===== src/rtl/crt_timing_pkg.sv =====
package crt_timing_pkg;

    localparam int CHAR_W = 8;
    localparam int ROW_W  = 7;
    localparam int RA_W   = 5;
    localparam int MA_W   = 14;
    localparam int SEL_W  = 5;
    localparam int NIB_W  = 4;
    localparam int LINE_W = ROW_W + RA_W + 1;
    localparam int WID_W  = NIB_W + 1;
    localparam int HI_W   = MA_W - CHAR_W;

    localparam logic [SEL_W-1:0] IDX_HTOTAL   = SEL_W'(0);
    localparam logic [SEL_W-1:0] IDX_HDISP    = SEL_W'(1);
    localparam logic [SEL_W-1:0] IDX_HSPOS    = SEL_W'(2);
    localparam logic [SEL_W-1:0] IDX_WIDTHS   = SEL_W'(3);
    localparam logic [SEL_W-1:0] IDX_VTOTAL   = SEL_W'(4);
    localparam logic [SEL_W-1:0] IDX_VDISP    = SEL_W'(6);
    localparam logic [SEL_W-1:0] IDX_VSPOS    = SEL_W'(7);
    localparam logic [SEL_W-1:0] IDX_MAXRA    = SEL_W'(9);
    localparam logic [SEL_W-1:0] IDX_START_HI = SEL_W'(12);
    localparam logic [SEL_W-1:0] IDX_START_LO = SEL_W'(13);

    typedef struct packed {
        logic [CHAR_W-1:0] h_total;
        logic [CHAR_W-1:0] h_disp;
        logic [CHAR_W-1:0] h_sync_pos;
        logic [NIB_W-1:0]  vs_nib;
        logic [NIB_W-1:0]  hs_nib;
        logic [ROW_W-1:0]  v_total;
        logic [ROW_W-1:0]  v_disp;
        logic [ROW_W-1:0]  v_sync_row;
        logic [RA_W-1:0]   max_raster;
        logic [MA_W-1:0]   start_addr;
    } crt_regs_t;

    // A zero field stands for the full 2^NIB_W width.
    function automatic logic [WID_W-1:0] width_of(input logic [NIB_W-1:0] f);
        return (f == '0) ? WID_W'(1 << NIB_W) : {1'b0, f};
    endfunction

    function automatic logic [WID_W-1:0] vs_width_of(input logic [NIB_W-1:0] f,
                                                     input logic fixed16);
        return fixed16 ? WID_W'(1 << NIB_W) : width_of(f);
    endfunction

endpackage


===== src/rtl/crt_reg_bank.sv =====
module crt_reg_bank
    import crt_timing_pkg::*;
(
    input  logic              clk,
    input  logic              rst,
    input  logic              wr_en,
    input  logic              wr_sel,
    input  logic [CHAR_W-1:0] wr_data,
    output crt_regs_t         regs
);
    logic [SEL_W-1:0] sel;

    always_ff @(posedge clk) begin
        if (rst) begin
            sel  <= '0;
            regs <= '0;
        end else if (wr_en) begin
            if (wr_sel) begin
                sel <= wr_data[SEL_W-1:0];
            end else begin
                case (sel)
                    IDX_HTOTAL:   regs.h_total    <= wr_data;
                    IDX_HDISP:    regs.h_disp     <= wr_data;
                    IDX_HSPOS:    regs.h_sync_pos <= wr_data;
                    IDX_WIDTHS: begin
                        regs.vs_nib <= wr_data[2*NIB_W-1:NIB_W];
                        regs.hs_nib <= wr_data[NIB_W-1:0];
                    end
                    IDX_VTOTAL:   regs.v_total    <= wr_data[ROW_W-1:0];
                    IDX_VDISP:    regs.v_disp     <= wr_data[ROW_W-1:0];
                    IDX_VSPOS:    regs.v_sync_row <= wr_data[ROW_W-1:0];
                    IDX_MAXRA:    regs.max_raster <= wr_data[RA_W-1:0];
                    IDX_START_HI: regs.start_addr[MA_W-1:CHAR_W] <= wr_data[HI_W-1:0];
                    IDX_START_LO: regs.start_addr[CHAR_W-1:0]    <= wr_data;
                    default: ;
                endcase
            end
        end
    end
endmodule


===== src/rtl/crt_horiz.sv =====
module crt_horiz
    import crt_timing_pkg::*;
(
    input  logic              clk,
    input  logic              rst,
    input  logic [CHAR_W-1:0] h_total,
    output logic [CHAR_W-1:0] char_cnt,
    output logic              line_end
);
    // >= keeps the count bounded when the total is lowered mid-line.
    assign line_end = (char_cnt >= h_total);

    always_ff @(posedge clk) begin
        if (rst)           char_cnt <= '0;
        else if (line_end) char_cnt <= '0;
        else               char_cnt <= char_cnt + 1'b1;
    end
endmodule


===== src/rtl/crt_vert.sv =====
module crt_vert
    import crt_timing_pkg::*;
(
    input  logic              clk,
    input  logic              rst,
    input  logic              line_end,
    input  logic [RA_W-1:0]   max_raster,
    input  logic [ROW_W-1:0]  v_total,
    output logic [RA_W-1:0]   raster,
    output logic [ROW_W-1:0]  row,
    output logic [LINE_W-1:0] line_idx,
    output logic              row_end,
    output logic              frame_end
);
    assign row_end   = (raster >= max_raster);
    assign frame_end = (row >= v_total);

    always_ff @(posedge clk) begin
        if (rst) begin
            raster   <= '0;
            row      <= '0;
            line_idx <= '0;
        end else if (line_end) begin
            if (!row_end) begin
                raster   <= raster + 1'b1;
                line_idx <= line_idx + 1'b1;
            end else if (!frame_end) begin
                raster   <= '0;
                row      <= row + 1'b1;
                line_idx <= line_idx + 1'b1;
            end else begin
                raster   <= '0;
                row      <= '0;
                line_idx <= '0;
            end
        end
    end
endmodule


===== src/rtl/crt_addr_gen.sv =====
module crt_addr_gen
    import crt_timing_pkg::*;
(
    input  logic              clk,
    input  logic              rst,
    input  logic              row_wrap,
    input  logic              frame_wrap,
    input  logic [CHAR_W-1:0] h_disp,
    input  logic [MA_W-1:0]   start_addr,
    input  logic [CHAR_W-1:0] char_cnt,
    output logic [MA_W-1:0]   mem_addr
);
    logic [MA_W-1:0] row_base;

    always_ff @(posedge clk) begin
        if (rst)             row_base <= '0;
        else if (frame_wrap) row_base <= start_addr;
        else if (row_wrap)   row_base <= row_base + MA_W'(h_disp);
    end

    assign mem_addr = row_base + MA_W'(char_cnt);
endmodule


===== src/rtl/crt_timing_gen.sv =====
module crt_timing_gen
    import crt_timing_pkg::*;
(
    input  logic              clk,
    input  logic              rst,
    input  logic              wr_en,
    input  logic              wr_sel,
    input  logic [CHAR_W-1:0] wr_data,
    input  logic              vs_fixed16,
    output logic              hsync,
    output logic              vsync,
    output logic              disp_en,
    output logic [MA_W-1:0]   mem_addr,
    output logic [RA_W-1:0]   row_addr
);
    crt_regs_t         regs;
    logic [CHAR_W-1:0] hc;
    logic              line_end;
    logic [RA_W-1:0]   ra;
    logic [ROW_W-1:0]  vc;
    logic [LINE_W-1:0] lc;
    logic              row_end, frame_end;
    logic              row_wrap, frame_wrap;

    crt_reg_bank u_regs (
        .clk(clk), .rst(rst), .wr_en(wr_en), .wr_sel(wr_sel),
        .wr_data(wr_data), .regs(regs)
    );

    crt_horiz u_horiz (
        .clk(clk), .rst(rst), .h_total(regs.h_total),
        .char_cnt(hc), .line_end(line_end)
    );

    crt_vert u_vert (
        .clk(clk), .rst(rst), .line_end(line_end),
        .max_raster(regs.max_raster), .v_total(regs.v_total),
        .raster(ra), .row(vc), .line_idx(lc),
        .row_end(row_end), .frame_end(frame_end)
    );

    assign row_wrap   = line_end & row_end;
    assign frame_wrap = row_wrap & frame_end;

    crt_addr_gen u_addr (
        .clk(clk), .rst(rst), .row_wrap(row_wrap), .frame_wrap(frame_wrap),
        .h_disp(regs.h_disp), .start_addr(regs.start_addr),
        .char_cnt(hc), .mem_addr(mem_addr)
    );

    // Sync windows: [start, start + width), clipped by the wrap of the count.
    logic [WID_W-1:0]  hs_w, vs_w;
    logic [CHAR_W:0]   hs_stop;
    logic [LINE_W-1:0] vs_first;
    logic [LINE_W:0]   vs_stop;

    assign hs_w     = width_of(regs.hs_nib);
    assign vs_w     = vs_width_of(regs.vs_nib, vs_fixed16);
    assign hs_stop  = {1'b0, regs.h_sync_pos} + (CHAR_W+1)'(hs_w);
    assign vs_first = LINE_W'(regs.v_sync_row) * (LINE_W'(regs.max_raster) + LINE_W'(1));
    assign vs_stop  = {1'b0, vs_first} + (LINE_W+1)'(vs_w);

    assign hsync    = (hc >= regs.h_sync_pos) && ({1'b0, hc} < hs_stop);
    assign vsync    = (lc >= vs_first) && ({1'b0, lc} < vs_stop);
    assign disp_en  = (hc < regs.h_disp) && (vc < regs.v_disp);
    assign row_addr = ra;

    logic reg_we;
    assign reg_we = wr_en & ~wr_sel;


    hs_start_chk: assert property (@(posedge clk) disable iff (rst)
        ($rose(hsync) && !$past(reg_we)) |-> (hc == regs.h_sync_pos));


    vs_fall_line_chk: assert property (@(posedge clk) disable iff (rst)
        ($fell(vsync) && !$past(reg_we) && $stable(vs_fixed16)) |-> (hc == '0));


    line_step_chk: assert property (@(posedge clk) disable iff (rst)
        (line_end && !row_end) |=> (hc == '0) && (ra == RA_W'($past(ra) + 1'b1)));


    frame_reload_chk: assert property (@(posedge clk) disable iff (rst)
        frame_wrap |=> (mem_addr == $past(regs.start_addr)));

endmodule


===== config.mk =====
export PLATFORM = sky130hd
export DESIGN_NAME = crt_timing_gen
export DESIGN_NICKNAME = d
export VERILOG_FILES = /design/src/rtl/crt_timing_pkg.sv /design/src/rtl/crt_reg_bank.sv /design/src/rtl/crt_horiz.sv /design/src/rtl/crt_vert.sv /design/src/rtl/crt_addr_gen.sv /design/src/rtl/crt_timing_gen.sv
export SDC_FILE = /design/constraint.sdc
export NUM_CORES = 1
export LEC_CHECK = 0
export BUFFER_PORTS_ARGS = -buffer_cell sky130_fd_sc_hd__buf_2
export CORE_ASPECT_RATIO = 0.75
export CORE_MARGIN = 10
export CORE_UTILIZATION = 64
export DETAILED_ROUTE_END_ITERATION = 8
export PLACE_DENSITY = 0.82
export RECOVER_POWER = 25
export SKIP_LAST_GASP = 1
export SYNTH_ARGS = -nofsm -noshare
export SYNTH_HDL_FRONTEND = slang
export SYNTH_SLANG_ARGS = --single-unit

===== constraint.sdc =====
create_clock -name clk -period 13.9 [get_ports clk]
set_clock_uncertainty 0.15 [all_clocks]
set_input_delay 1.39 -clock clk [delete_from_list [all_inputs] [get_ports clk]]
set_output_delay 1.39 -clock clk [all_outputs]
set_load 0.005 [all_outputs]

==> results.md <==
* Syn_area_per_cell at 8.46 sq um
* Rows at 38
* Clock sink count at 124
* Net count, final at about 1300
* Chip width at between 150 and 200 microns
* Rel. slew slack at -102%
* Placed cells at roughly 1300
* Gate Count Post-Synth at roughly 1100
* Routed Antenna Nets at 0
* Final Wtd Congestion at 0.885
* Drt wl/cell at between 15 and 20 microns
* Port Buf Inserts at 34
* CP required at approximately 12 ns
* Failing checks: max-capacitance violations, max-slew violations
* Hold Path End: u_regs.regs[8]$_SDFFE_PP0P_
* Core box area at approximately 14000 sq um
* # IOs at 35
* Final Max Slew Viols at between 70 and 80
* Min-delay src: u_regs.regs[8]$_SDFFE_PP0P_
* Most common cell after layout, fill and taps aside: nor2_1
* Yosys warnings at 0
* FMAX at 119 MHz
* WL final at approximately 23000 microns
* Yosys top cell area share at roughly 27%
* Unrepaired setup endpoints after global routing: false
* Via/cell ratio at 5.98
* Reg2reg setup slack at approximately 10 ns
* Initial Util at 64.8%
* #FFs+latches synth at between 100 and 150
* Setup repair bufs after CTS at 0
* Power Internal at 754 uW
* Clock-pin slew on the worst setup and hold paths at around 0.06 ns
* Worst-skew pair later-pin latency at ~0.43 ns
* Max-cap viol count at 1
* Root Driver: clkbuf_16
* Drt pass-1 iters at 6
* Yosys cell types at 64
* Residual overflow from global routing at 0
* Fin area at a little over 10000 sq um
* Final setup fails at 0
* N_diodes at 0
* Die ar. at approximately 20000 sq um
* R2R cell count at 9
* Clk buf depth at 2
* Mapped cell area at around 9000 sq um
* H-Tree Depth at 4
* Drt initial violations at 718
* Crit path arrival time at roughly 7 ns
* Layout cells sized above 1 at under 10%
* Worst Setup End Kind: output pin
* First-pass GRT wire length at roughly 39000 microns
* Hold-fix buffers at CTS at 0
* Initial antenna violation count at 0
* Ys flop type: dfxtp_1
* Area contributors post-synth: dfxtp_1 (27%), ha_1 (17%), mux2i_1 (6.9%)
* Most frequent cells in the layout: nor2_1 (128), ha_1 (125), dfxtp_1 (124)
* Vias in the first global route at 7735
* HP Class: reg -> reg
* Pre-CTS WS at between 6 and 7 ns
* Tcrit/Tclk final at around 60%
* Syn-to-layout area delta at 10.3%
* Largest net degree at the start of global routing at 71
* R2r endpoint: u_vert.row[2]$_SDFFE_PP0P_
* Clk network pwr share at a little over 50%
* Psw at ~260 uW
* Post-synthesis sequential area ratio at between 20 and 30%
* Status: complete, but fails checks
* Tightest Pin Transition at 3.02 ns
* Setup TNS at 0 ns
* Die boundary height at ~120 microns
* Vias at between 7000 and 8000
* Syn Nets at 1260
* Switching Share at 25.4%
* CTS resizes at 0
* CP max FO at 11
* Synth area leader: dfxtp_1
* VDD IR max at 0.111 mV
* Post-DP Area at about 9600 sq um
* Sequential share of power at ~38%
* Leak pwr at 4.78 nW
* TritonCTS clock tree: yes
* Fin. Hold Viols at 0
* PD cells at 98.8 nW/um^2
* Detail Placement HPWL at around 16000 microns
* DRC at 0
* GRT Total Usage at between 20% and 30%
* Setup CP Type: reg -> out
* WHS at 0.334 ns
* Post-route worst setup slack at 5.49 ns
* Tmin final at between 8 and 9 ns
* Total CTS buffers at 17
* Combinational Power Share at 11.7%
* Synth async-reset ratio at 0%
* Hold Crit Depth at 2
* Final Non-Filler Cells at between 1000 and 1500
* Worst r2r src: u_vert.raster[0]$_SDFFE_PP0P_
* Post-synth EDFFs at 0
* CP Launch Type: flop
[flip-flops by register name (all words and copies together), names as in the netlist]
register          cells
u_regs.regs          72
u_horiz.char_cnt      8
u_vert.row            7
u_vert.raster         5
u_vert.line_idx      13
u_addr.row_base      14
u_regs.sel            5
[stage by stage]
step	power [mW]	util [%]
global route	1.04	71.5
floorplan	0.467	-
CTS	1.01	71.6
global placement	0.499	66.9
finish	1.01	71.5
detailed placement	0.502	66.9
[cells by family after synthesis]
group,Yosys count,share of synthesized area [%]
AO/OA/AOI/OAI,195,13.4
XOR/XNOR,60,5.83
adder cells (fa/ha/maj),150,22.3
buffers and inverters,131,5.50
flip-flops,124,26.8
multiplexers,64,6.91
AND/OR/NAND/NOR,373,19.3
[layer usage]
layer	vias to the layer above	GRT usage, %	wire length, microns
met1	3753	31.8	10900
met4	0	8.21	459
met5	-	0	0
met3	41	5.35	1790
met2	294	36.2	10000
li1	3834	-	-
[worst max path at each step]
stage                                            start  endpoint
after floorplan           u_regs.regs[14]$_SDFFE_PP0P_     vsync
after global placement    u_regs.regs[14]$_SDFFE_PP0P_     vsync
after detailed placement  u_regs.regs[14]$_SDFFE_PP0P_     vsync
after CTS                 u_regs.regs[14]$_SDFFE_PP0P_     vsync
after global routing      u_regs.regs[14]$_SDFFE_PP0P_     vsync
final                     u_regs.regs[14]$_SDFFE_PP0P_     vsync
[power by group through the flow]
stage / registers [mW] / clock network (mW) / logic (mW)
3_5_place_dp: 0.386 / 0 / 0.116
6_report: 0.380 / 0.512 / 0.119
5_1_grt: 0.381 / 0.531 / 0.130
2_1_floorplan: 0.382 / 0 / 0.0844
3_3_place_gp: 0.386 / 0 / 0.113
4_1_cts: 0.379 / 0.515 / 0.118
[worst max-delay path, cell delays in order (launching register included)]
cell and delay [ns]:
dfxtp_1 0.54, nand3_1 0.20, nor3_1 0.62, nand2_1 0.17, fa_1 0.55, fa_1 0.53
fa_1 0.55, inv_1 0.04, ha_1 0.37, a21o_1 0.21, a21oi_2 0.17, xnor2_2 0.17
inv_2 0.07, or4_4 0.55, nor2_1 0.12, xor2_1 0.17, ha_1 0.26, nand4_1 0.10
nor2_1 0.06, a2111oi_0 0.36, o311ai_0 0.19, a31oi_1 0.20, o21a_1 0.13, buf_2 0.10
[final cells by class]
| type | count | area, sq um |
|---|---|---|
| Timing Repair Buffer | 37 | 180 |
| Fill cell | 1073 | 4080 |
| Multi-Input combinational cell | 842 | 6290 |
| Inverter | 91 | 355 |
| Clock buffer | 20 | 457 |
| Sequential cell | 124 | 2480 |
| Tap cell | 200 | 250 |
| Clock inverter | 11 | 214 |
[Yosys cell counts (9+ instances only)]
cell type / number
a21oi_1: 59
nand3_1: 35
dfxtp_1: 124
fa_1: 25
a211oi_1: 16
nor2b_1: 21
nor3_1: 20
nor2_1: 128
nand2_1: 73
o21ai_0: 28
nand4_1: 18
clkbuf_1: 35
xnor2_1: 29
inv_1: 88
and2_1: 30
and3_1: 15
nand2b_1: 14
o21a_1: 9
o21ai_1: 14
ha_1: 125
a21o_1: 26
xor2_1: 29
mux2i_1: 64
Power figures use the tool's default switching activity.
